--- src/rtl/clkdiv_cfg_pkg.sv ---
package clkdiv_cfg_pkg;
    localparam int FLD_W   = 6;
    localparam int DIV_W   = FLD_W + 1;
    localparam int FRAC_W  = 3;
    localparam int WORD_W  = 16;
    localparam int PH_W    = 3;
    localparam int MAX_DIV = 2 * ((1 << FLD_W) - 1);

    // word A
    localparam int A_LO_LSB  = 0;
    localparam int A_HI_LSB  = FLD_W;
    // word B
    localparam int B_NOCNT   = 6;
    localparam int B_EDGE    = 7;
    localparam int B_RISE    = 10;
    localparam int B_FEN     = 11;
    localparam int B_FRAC_LSB = 12;
    // word C
    localparam int C_FALL    = 10;
    localparam int C_PH_LSB  = 11;

    typedef enum logic {
        ST_IDLE = 1'b0,
        ST_HOLD = 1'b1
    } ctl_state_t;
endpackage

--- src/rtl/clkdiv_cfg_fields.sv ---
module clkdiv_cfg_fields
    import clkdiv_cfg_pkg::*;
(
    input  logic [DIV_W-1:0]  div_int,
    input  logic [FRAC_W-1:0] div_frac,
    output logic [WORD_W-1:0] word_a,
    output logic [WORD_W-1:0] word_b,
    output logic [WORD_W-1:0] word_c
);
    logic [DIV_W-1:0] d;
    logic [DIV_W-1:0] hi;
    logic [DIV_W-1:0] lo;
    logic             frac_mode;
    logic             frac_one;
    logic             edge_b;
    logic             nocnt;
    logic             rise;
    logic             fall;
    logic [PH_W-1:0]  phase;

    always_comb begin
        frac_mode = |div_frac;
        frac_one  = (div_frac == FRAC_W'(1));
        d = div_int;
        if (d == '0)
            d = DIV_W'(1);
        if (d > DIV_W'(MAX_DIV))
            d = DIV_W'(MAX_DIV);
        if (frac_mode && d < DIV_W'(2))
            d = DIV_W'(2);

        hi     = d >> 1;
        lo     = '0;
        edge_b = d[0];
        nocnt  = 1'b0;
        rise   = 1'b0;
        fall   = 1'b0;
        phase  = '0;

        if (!frac_mode) begin
            if (d == DIV_W'(1)) begin
                hi     = DIV_W'(1);
                lo     = DIV_W'(1);
                nocnt  = 1'b1;
                edge_b = 1'b0;
            end else begin
                lo = d - hi;
            end
        end else begin
            lo = hi;
            if (!edge_b) begin
                hi   = hi - DIV_W'(1);
                rise = 1'b1;
            end
            if (!edge_b || frac_one)
                lo = lo - DIV_W'(1);
            fall  = ((!edge_b) ^ frac_one) || (d == DIV_W'(2) && frac_one);
            phase = {edge_b, div_frac[FRAC_W-1:1]};
        end
    end

    always_comb begin
        word_a = '0;
        word_a[A_LO_LSB +: FLD_W] = lo[FLD_W-1:0];
        word_a[A_HI_LSB +: FLD_W] = hi[FLD_W-1:0];

        word_b = '0;
        word_b[B_FRAC_LSB +: FRAC_W] = div_frac;
        word_b[B_FEN]   = frac_mode;
        word_b[B_RISE]  = rise;
        word_b[B_EDGE]  = edge_b;
        word_b[B_NOCNT] = nocnt;

        word_c = '0;
        word_c[C_PH_LSB +: PH_W] = phase;
        word_c[C_FALL] = fall;
    end

    logic unused_bits;
    assign unused_bits = ^{hi[DIV_W-1], lo[DIV_W-1]};
endmodule

--- src/rtl/clkdiv_cfg_decode.sv ---
module clkdiv_cfg_decode
    import clkdiv_cfg_pkg::*;
(
    input  logic [WORD_W-1:0] word_a,
    input  logic [WORD_W-1:0] word_b,
    output logic [DIV_W-1:0]  div_val
);
    logic [FLD_W-1:0] lo_f;
    logic [FLD_W-1:0] hi_f;

    assign lo_f = word_a[A_LO_LSB +: FLD_W];
    assign hi_f = word_a[A_HI_LSB +: FLD_W];

    always_comb begin
        if (word_b[B_NOCNT])
            div_val = DIV_W'(1);
        else
            div_val = DIV_W'(lo_f) + DIV_W'(hi_f);
    end

    logic unused_bits;
    assign unused_bits = ^{word_a[WORD_W-1:2*FLD_W], word_b[WORD_W-1:B_NOCNT+1],
                           word_b[B_NOCNT-1:0]};
endmodule

--- src/rtl/clkdiv_cfg_enc.sv ---
module clkdiv_cfg_enc
    import clkdiv_cfg_pkg::*;
(
    input  logic                 clk,
    input  logic                 rst_n,
    input  logic                 in_valid,
    output logic                 in_ready,
    input  logic                 in_decode,
    input  logic [DIV_W-1:0]     in_div_int,
    input  logic [FRAC_W-1:0]    in_div_frac,
    input  logic [WORD_W-1:0]    in_word_a,
    input  logic [WORD_W-1:0]    in_word_b,
    output logic                 out_valid,
    input  logic                 out_ready,
    output logic [WORD_W-1:0]    out_word_a,
    output logic [WORD_W-1:0]    out_word_b,
    output logic [WORD_W-1:0]    out_word_c,
    output logic [DIV_W-1:0]     out_div
);
    ctl_state_t state_q, state_d;

    logic [WORD_W-1:0] enc_a, enc_b, enc_c;
    logic [WORD_W-1:0] sel_a, sel_b, sel_c;
    logic [DIV_W-1:0]  dec_div;
    logic              accept;

    clkdiv_cfg_fields u_fields (
        .div_int  (in_div_int),
        .div_frac (in_div_frac),
        .word_a   (enc_a),
        .word_b   (enc_b),
        .word_c   (enc_c)
    );

    assign sel_a = in_decode ? in_word_a : enc_a;
    assign sel_b = in_decode ? in_word_b : enc_b;
    assign sel_c = in_decode ? '0        : enc_c;

    clkdiv_cfg_decode u_decode (
        .word_a  (sel_a),
        .word_b  (sel_b),
        .div_val (dec_div)
    );

    // next state: ACCEPT and RELEASE
    always_comb begin
        state_d = state_q;
        unique case (state_q)
            ST_IDLE: if (in_valid) state_d = ST_HOLD;
            ST_HOLD: if (out_ready) state_d = ST_IDLE;
            default: state_d = ST_IDLE;
        endcase
    end

    always_ff @(posedge clk) begin
        if (!rst_n)
            state_q <= ST_IDLE;
        else
            state_q <= state_d;
    end

    // outputs
    always_comb begin
        in_ready  = (state_q == ST_IDLE);
        out_valid = (state_q == ST_HOLD);
    end

    assign accept = in_valid && in_ready;

    always_ff @(posedge clk) begin
        if (!rst_n) begin
            out_word_a <= '0;
            out_word_b <= '0;
            out_word_c <= '0;
            out_div    <= '0;
        end else if (accept) begin
            out_word_a <= sel_a;
            out_word_b <= sel_b;
            out_word_c <= sel_c;
            out_div    <= dec_div;
        end
    end
endmodule

--- config.mk ---
export PLATFORM = sky130hd
export DESIGN_NAME = clkdiv_cfg_enc
export DESIGN_NICKNAME = d
export VERILOG_FILES = /design/src/rtl/clkdiv_cfg_pkg.sv /design/src/rtl/clkdiv_cfg_fields.sv /design/src/rtl/clkdiv_cfg_decode.sv /design/src/rtl/clkdiv_cfg_enc.sv
export SDC_FILE = /design/constraint.sdc
export NUM_CORES = 1
export LEC_CHECK = 0
export ABC_AREA = 1
export BUFFER_PORTS_ARGS = -buffer_cell sky130_fd_sc_hd__buf_2
export CAP_MARGIN = 20
export CELL_PAD_IN_SITES_DETAIL_PLACEMENT = 2
export CELL_PAD_IN_SITES_GLOBAL_PLACEMENT = 2
export CORE_MARGIN = 4
export CORE_UTILIZATION = 28
export CTS_CLUSTER_DIAMETER = 60
export DETAILED_ROUTE_END_ITERATION = 10
export PLACE_DENSITY_LB_ADDON = 0.1
export SKIP_LAST_GASP = 1
export SLEW_MARGIN = 5
export SYNTH_ARGS = -nofsm -noshare
export SYNTH_HDL_FRONTEND = slang
export SYNTH_HIERARCHICAL = 1
export SYNTH_SLANG_ARGS = --single-unit
--- constraint.sdc ---
create_clock -name clk -period 4.2 [get_ports clk]
set_clock_uncertainty 0.2 [all_clocks]
set_input_delay 0.84 -clock clk [delete_from_list [all_inputs] [get_ports clk]]
set_output_delay 0.84 -clock clk [all_outputs]
set_load 0.02 [all_outputs]
==> impl_metrics.toml, run 1 <==
[die]
die_x_um = 130
chipHeight_um = 130
num_rows = 44
core_area_um2 = 14500
die_area_um2 = 16800
ios = 104
start_util_pct = 28.6

[worst_setup_path]
critPathRequiredTime_ps = 4200
reg2reg_slack_ps = 2240
critPathKind = "input port to flop"
start_kind = "input port"
cp-end-kind = "flop"
cp_max_fo = 5
cp_data_arrival_time_ps = 3820

[clocking]
ctsLongestPathBuffers = 2
hold_buffers = 0
cts_setup_buffers = 0
cts-buffers-inserted = 5
cts_tree = "done"
cts-root-buf = "clkbuf_16"
worst_setup_hold_path_clk_slew_ps = 70
htreeDepth = 2
cts_resized = 0
clock_latency_ps = 300
cts.sinks = 56

[final_layout]
drive_gt1_share_pct = 23.5
n_antenna_cell = 0
fin_nets = 831
syn_to_final_growth_pct = 17.4
final_area_um2 = 4870

[placement]
place_congestion = 0.841
dp_slack_ps = -105
place_area_um2 = 4680
port_buffers = 103
hpwl_mm = 10.8

[pwr]
peakVddDrop_v = 0.000165
p_leak_nw = 2.77
p_per_area_nw_per_um2 = 334

[grt]
track_usage_pct = 16.6
grt_pass1_wl_mm = 22.2
grt_max_degree = 54
grt_overflow = 0
grt_pass1_vias = 4496
antenna_found_initial = 0

[synth]
syn_area_per_cell_um2 = 6.16
synth_area_um2 = 4150
ys_seq_area_share_pct = 27.0
synth-seq-cells = 56
synthCells = 674
synth_edf_count = 0
synthArstFlopShare_pct = 0
synth_cell_type_count = 40
synth_flop_cell = "dfxtp_1"
synth_warnings = 6

[route]
firstDrtPassIters = 4
wl_mm = 13.6
drc = 0
vias_per_cell = 4.39
drtIter0Drc = 141
routed-via-count = 4164
final_antenna_net_count = 0
wl_per_cell_um = 14.3

[sta]
finalCriticalPeriod_ps = 3810
rsz0062_at_grt = "no"
slew_viol_final = 0
fin_hold_ws_ps = 292
fin_crit_sh_pct = 90.8
worst_slack_ps = 386
tightest_slew_ps = 806
setup_viol = 0
report.final.hold_viol_count = 0
max-slew-margin-rel_pct = 46.1
clock.fmax_mhz = 262

[job]
drv_cap = 0

[worst_hold_path]
hp-class = "flop to flop"

[status]
status = "finished clean"
critical path: stages:
cell and delay, ps:
buf_2 140, nor2_2 150, nand3_4 110, nor2_4 150
nor2_8 60, inv_2 60, ha_1 180, inv_1 80
fa_2 360, a21oi_2 150, nor2_1 50, nor2_1 110
xor2_1 150, o22ai_1 80, nand2_1 80, nand2_1 100
ha_4 300, nand2_1 60, clkinv_1 60, nand3_2 80
a21oi_1 140, nor2_1 60, inv_1 50, nand2_1 50
nand2_1 120, nor2_1 40
area by class of cell:
cell class / count / area (um^2)
multi-input cells: 498 / 2370
clock inverters: 2 / 38.8
repair buffers: 124 / 686
flip-flops and latches: 56 / 1120
clock buffers: 6 / 129
fillers: 1842 / 9660
inverters: 79 / 299
well taps: 184 / 230
path summary, 6_finish.rpt:
| path | from | endpoint | cells past startpoint |
|---|---|---|---|
| hold / removal | out_div[4]$_SDFFE_PN0P_ | out_div[4]$_SDFFE_PN0P_ | 2 |
| hold reg to reg | out_div[4]$_SDFFE_PN0P_ | out_div[4]$_SDFFE_PN0P_ | 2 |
| setup reg to reg | out_valid$_SDFF_PN0_ | out_word_b[7]$_SDFFE_PN0P_ | 6 |
| setup / recovery | in_div_int[3] | out_div[5]$_SDFFE_PN0P_ | 26 |
through the flow:
step / instances / power [W] / util (%) / TNS (ps)
after global placement: 940 / 0.00112 / 32.1 / 0
after global routing: 949 / 0.00175 / 33.5 / 0
after CTS: 949 / 0.00166 / 33.3 / 0
final: 949 / 0.00163 / 33.5 / 0
after floorplan: 698 / 0.000994 / - / 0
after detailed placement: 941 / 0.00114 / 32.2 / -105
synth_stat cells (2+ instances only):
| library cell | number | area share, % |
|---|---|---|
| a21oi_1 | 15 | 1.8 |
| buf_2 | 15 | 1.8 |
| buf_4 | 33 | 6.0 |
| buf_6 | 11 | 3.0 |
| clkbuf_1 | 5 | 0.45 |
| dfxtp_1 | 56 | 27 |
| fa_1 | 2 | 0.96 |
| ha_1 | 18 | 5.4 |
| inv_1 | 71 | 6.4 |
| inv_2 | 6 | 0.54 |
| nand2_1 | 248 | 22 |
| nand2_2 | 13 | 2.0 |
| nand3_1 | 6 | 0.72 |
| nand4_1 | 3 | 0.45 |
| nor2_1 | 126 | 11 |
| nor2_2 | 4 | 0.60 |
| nor2_4 | 5 | 1.4 |
| o21ai_0 | 6 | 0.72 |
| o21ai_2 | 6 | 1.3 |
| o22ai_1 | 2 | 0.30 |
| xor2_1 | 4 | 0.84 |
cell usage in the layout, fill, tap and decap left out, types with 2 or more instances in the layout:
cell / netlist / routed
buf_4: 33 / 20
ha_1: 18 / 17
a21oi_2: 1 / 2
inv_1: 71 / 71
inv_2: 6 / 6
a21oi_1: 15 / 14
dfxtp_1: 56 / 56
o21ai_2: 6 / 6
conb_1: 1 / 25
buf_2: 15 / 103
nand4_1: 3 / 3
nand2_1: 248 / 246
nor2_2: 4 / 3
o21ai_0: 6 / 6
o22ai_1: 2 / 2
nand3_1: 6 / 6
nor2_1: 126 / 126
nand2_2: 13 / 15
xor2_1: 4 / 4
clkbuf_16: 0 / 5
nor2_4: 5 / 6
registers in the layout (all words and copies together) (netlist names):
signal / flops
out_word_a: 16
out_word_b: 16
out_word_c: 16
out_div: 7
out_valid: 1
kinds of logic after synthesis:
kind of cell	Yosys count	synth area share [%]
xor+xnor	4	0.844
buf+inv	144	18.8
other cells	1	0.0904
compound gates	38	6.27
simple gates	411	40.6
flops	56	27.0
fa+ha+maj	20	6.39
layer usage:
metal  GRT usage, %  wire length (um)  vias up
met3           2.46               577        9
met1           19.3              5770     1958
met2           31.7              7070       78
li1               -                 -     2119
met5              0                 0        -
met4           4.03               144        0
power breakdown:
group / switching, W / total, W / internal [W]
Clock: 0.000218 / 0.000503 / 0.000285
Combinational: 0.000337 / 0.000523 / 0.000187
Sequential: 0.0000238 / 0.000601 / 0.000577
(Power assumes the default switching activity.)
==> run 2: changes to the inputs <==
Settings changed: ABC_AREA 1 to default, CORE_UTILIZATION 28 to 30.
==> run 2 against run 1 <==
  * The flow now finishes with violations (negative setup slack)
  * Hold slack worse by 41 ps
  * Maximum frequency is 9.4% lower
  * Critical endpoint is now out_div[4]$_SDFFE_PN0P_
  * Worst setup slack worse by 400 ps
  * Sequential share of layout area is 1.1 points lower
  * Non-clock buffer count is 41 higher
  * Combinational power is 3% higher
  * Synthesized cell count is 31% lower
  * First-iteration DRC count is 4.3% lower
  * Count of clock-buffer cells in the layout is 1 lower
  * Core utilization is 7.1 points higher
  * Area after synthesis is 7.3% lower
  * Critical path depth is 7 lower
==> impl_metrics.toml, run 2 <==
[sta]
report.final.hold_viol_count = 0
fin_hold_ws_ps = 251
setup_viol = 1
fin_crit_sh_pct = 100
slew_viol_final = 0
rsz0062_at_grt = "yes"
worst_slack_ps = -8.90
max-slew-margin-rel_pct = 40.7
finalCriticalPeriod_ps = 4210
tightest_slew_ps = 890
clock.fmax_mhz = 238

[worst_hold_path]
worstHoldPathCells = 2
hp-class = "flop to flop"
holdPathEnd = "out_word_c[9]$_SDFFE_PN0P_"
min_from = "out_word_c[9]$_SDFFE_PN0P_"

[placement]
port_buffers = 103
dp_cells = 750
dp_slack_ps = -474
hpwl_mm = 9.67
place_congestion = 0.868

[status]
status = "complete, but fails checks"
failed_checks = "negative setup slack"

[synth]
synth_area_leaders = "dfxtp_1 29%, mux2_2 8.8%, buf_4 7.8%"
synth_area_um2 = 3850
synth_cell_type_count = 61
yosysTopAreaCellShare_pct = 29.1
synth_warnings = 6
synth_common_cells = "79 x nor2_1, 56 x dfxtp_1, 42 x nand2_1, 40 x buf_4, 39 x o21ai_0"
synth_area_leader_cell = "dfxtp_1"
synth_edf_count = 0
synthArstFlopShare_pct = 0
synthCells = 466
synth-seq-cells = 56
yosysMostFrequentCell = "nor2_1"
synth_flop_cell = "dfxtp_1"
syn_area_per_cell_um2 = 8.26
ys_seq_area_share_pct = 29.1

[clocking]
ctsLongestPathBuffers = 2
clock_latency_ps = 310
cts-buffers-inserted = 5
cts-root-buf = "clkbuf_16"
cts_tree = "done"
hold_buffers = 0
htreeDepth = 2
cts.sinks = 56
worst_setup_hold_path_clk_slew_ps = 80

[worst_setup_path]
r2r-end = "out_div[4]$_SDFFE_PN0P_"
cp_data_arrival_time_ps = 4250
start_kind = "input port"
critPathKind = "input port to flop"
cp_max_fo = 5
r2r-start = "out_valid$_SDFF_PN0_"
ff2ff_path_depth = 4
critPathRequiredTime_ps = 4240
reg2reg_slack_ps = 2200
cp-end-kind = "flop"

[final_layout]
syn_to_final_growth_pct = 32.7
stdcell_count = 769
n_antenna_cell = 0
drive_gt1_share_pct = 42.7
fin_nets = 663
final_cell_mix = "99 x buf_2, 77 x nor2_1, 61 x buf_4"
final_common_cell = "buf_2"
nFillCells = 1461
post-route-util_pct = 40.6
reg_top3 = "out_word_a x16, out_word_b x16, out_word_c x16"

[route]
drc = 0
wl_per_cell_um = 17.2
top_layer = "met5"
vias_per_cell = 4.71
final_antenna_net_count = 0
wl_mm = 13.3
met1Wirelength_mm = 5.96
wl_met3_um = 622
drtIter0Drc = 135
routed-via-count = 3620
route.met2.wl_mm = 6.53
firstDrtPassIters = 4

[die]
core_area_um2 = 12600
die_area_um2 = 14700
chipHeight_um = 121
die_x_um = 121
start_util_pct = 30.6
ios = 104
num_rows = 41

[pwr]
pwr-share-comb_pct = 34.4
finalPower_w = 0.00157
internal-power_w = 0.00104
p_sw_w = 0.000537
swShare_pct = 34.1
clkPwrFrac_pct = 28.1
peakVddDrop_v = 0.000168
seqPwrFrac_pct = 37.6
p_per_area_nw_per_um2 = 308
p_leak_nw = 2.35

[grt]
grt_pass1_vias = 3914
grt_pass1_wl_mm = 20.3
grt_overflow = 0
grt_max_degree = 57
antenna_found_initial = 1
track_usage_pct = 17.5

[job]
drv_cap = 0
run 2: cell count changes after synthesis, sizes merged, moves of 9 or more:
| cell | change |
|---|---|
| nand3b | +15 |
| clkbuf | +9 |
| a21boi | +23 |
| a21oi | -13 |
| nand2 | -219 |
| nor2 | -57 |
| mux2 | +35 |
| inv | -61 |
| o21ai | +27 |
run 2: timing repair:
item,in CTS,in global routing
setup endpoints to repair,4,4
setup buffers,1,11
endpoints found under the hold margin,0,0
gates resized for setup,3,45
pin swaps,3,27
run 2: per-layer routing:
layer | up-vias | track usage [%]
li1 | 1776 | -
met1 | 1756 | 22.4
met2 | 75 | 29.9
met3 | 11 | 4.43
met4 | 2 | 3.78
met5 | - | 0
run 2: worst max-delay path by stage:
stage                        start                       to  slack (ps)  cells after the start
floorplan            in_div_int[4]  out_div[5]$_SDFFE_PN0P_         -50                     16
global placement     in_div_int[4]  out_div[5]$_SDFFE_PN0P_        -330                     17
detailed placement   in_div_int[4]  out_div[5]$_SDFFE_PN0P_        -470                     17
CTS                  in_div_int[4]  out_div[5]$_SDFFE_PN0P_          10                     17
global route         in_div_int[1]  out_div[4]$_SDFFE_PN0P_        -150                     19
finish              in_div_frac[1]  out_div[4]$_SDFFE_PN0P_          -9                     19
run 2: cell families after synthesis:
family,synth area share [%]
xor+xnor,1.82
fa+ha+maj,6.89
simple gates,20.9
flops,29.1
buf+inv,13.1
compound gates,17.1
other cells,0.0975
mux,11.0
run 2: power groups by stage:
stage | sequential (W) | clock [W] | combinational [W]
floorplan | 0.000652 | 0 | 0.000286
global placement | 0.000603 | 0 | 0.000481
detailed placement | 0.000604 | 0 | 0.000496
CTS | 0.000593 | 0.000466 | 0.000500
global route | 0.000597 | 0.000484 | 0.000596
finish | 0.000592 | 0.000442 | 0.000541
run 2: final cells by class:
class                   count  area (um^2)  share of cell area (%)
repair buffers            165         1010                    19.8
multi-input cells         351         2550                    49.9
clock inverters             3         21.3                   0.417
flip-flops and latches     56         1120                    22.0
inverters                  17         63.8                    1.25
clock buffers               5          125                    2.45
well taps                 172          215                    4.21
run 2: metrics by stage:
step | cell area [um^2] | TNS (ps)
floorplan | 4010 | -54.0
global placement | 4690 | -1080
detailed placement | 4690 | -1810
CTS | 4860 | 0
global route | 5110 | -422
finish | 5110 | -8.90
run 2: critical path, cell delays in order:
cell      delay [ps]
buf_6            100
nor3_4           190
inv_2            110
a22oi_2          290
o21ai_4          130
inv_2            100
ha_4             130
nand4b_1         140
buf_4            180
nor2_4           200
mux2_4           200
o22ai_4           80
mux2_4           310
ha_4             250
nor2b_4          130
or3_1            350
a221oi_2         240
nand2_1           80
a21boi_1         180
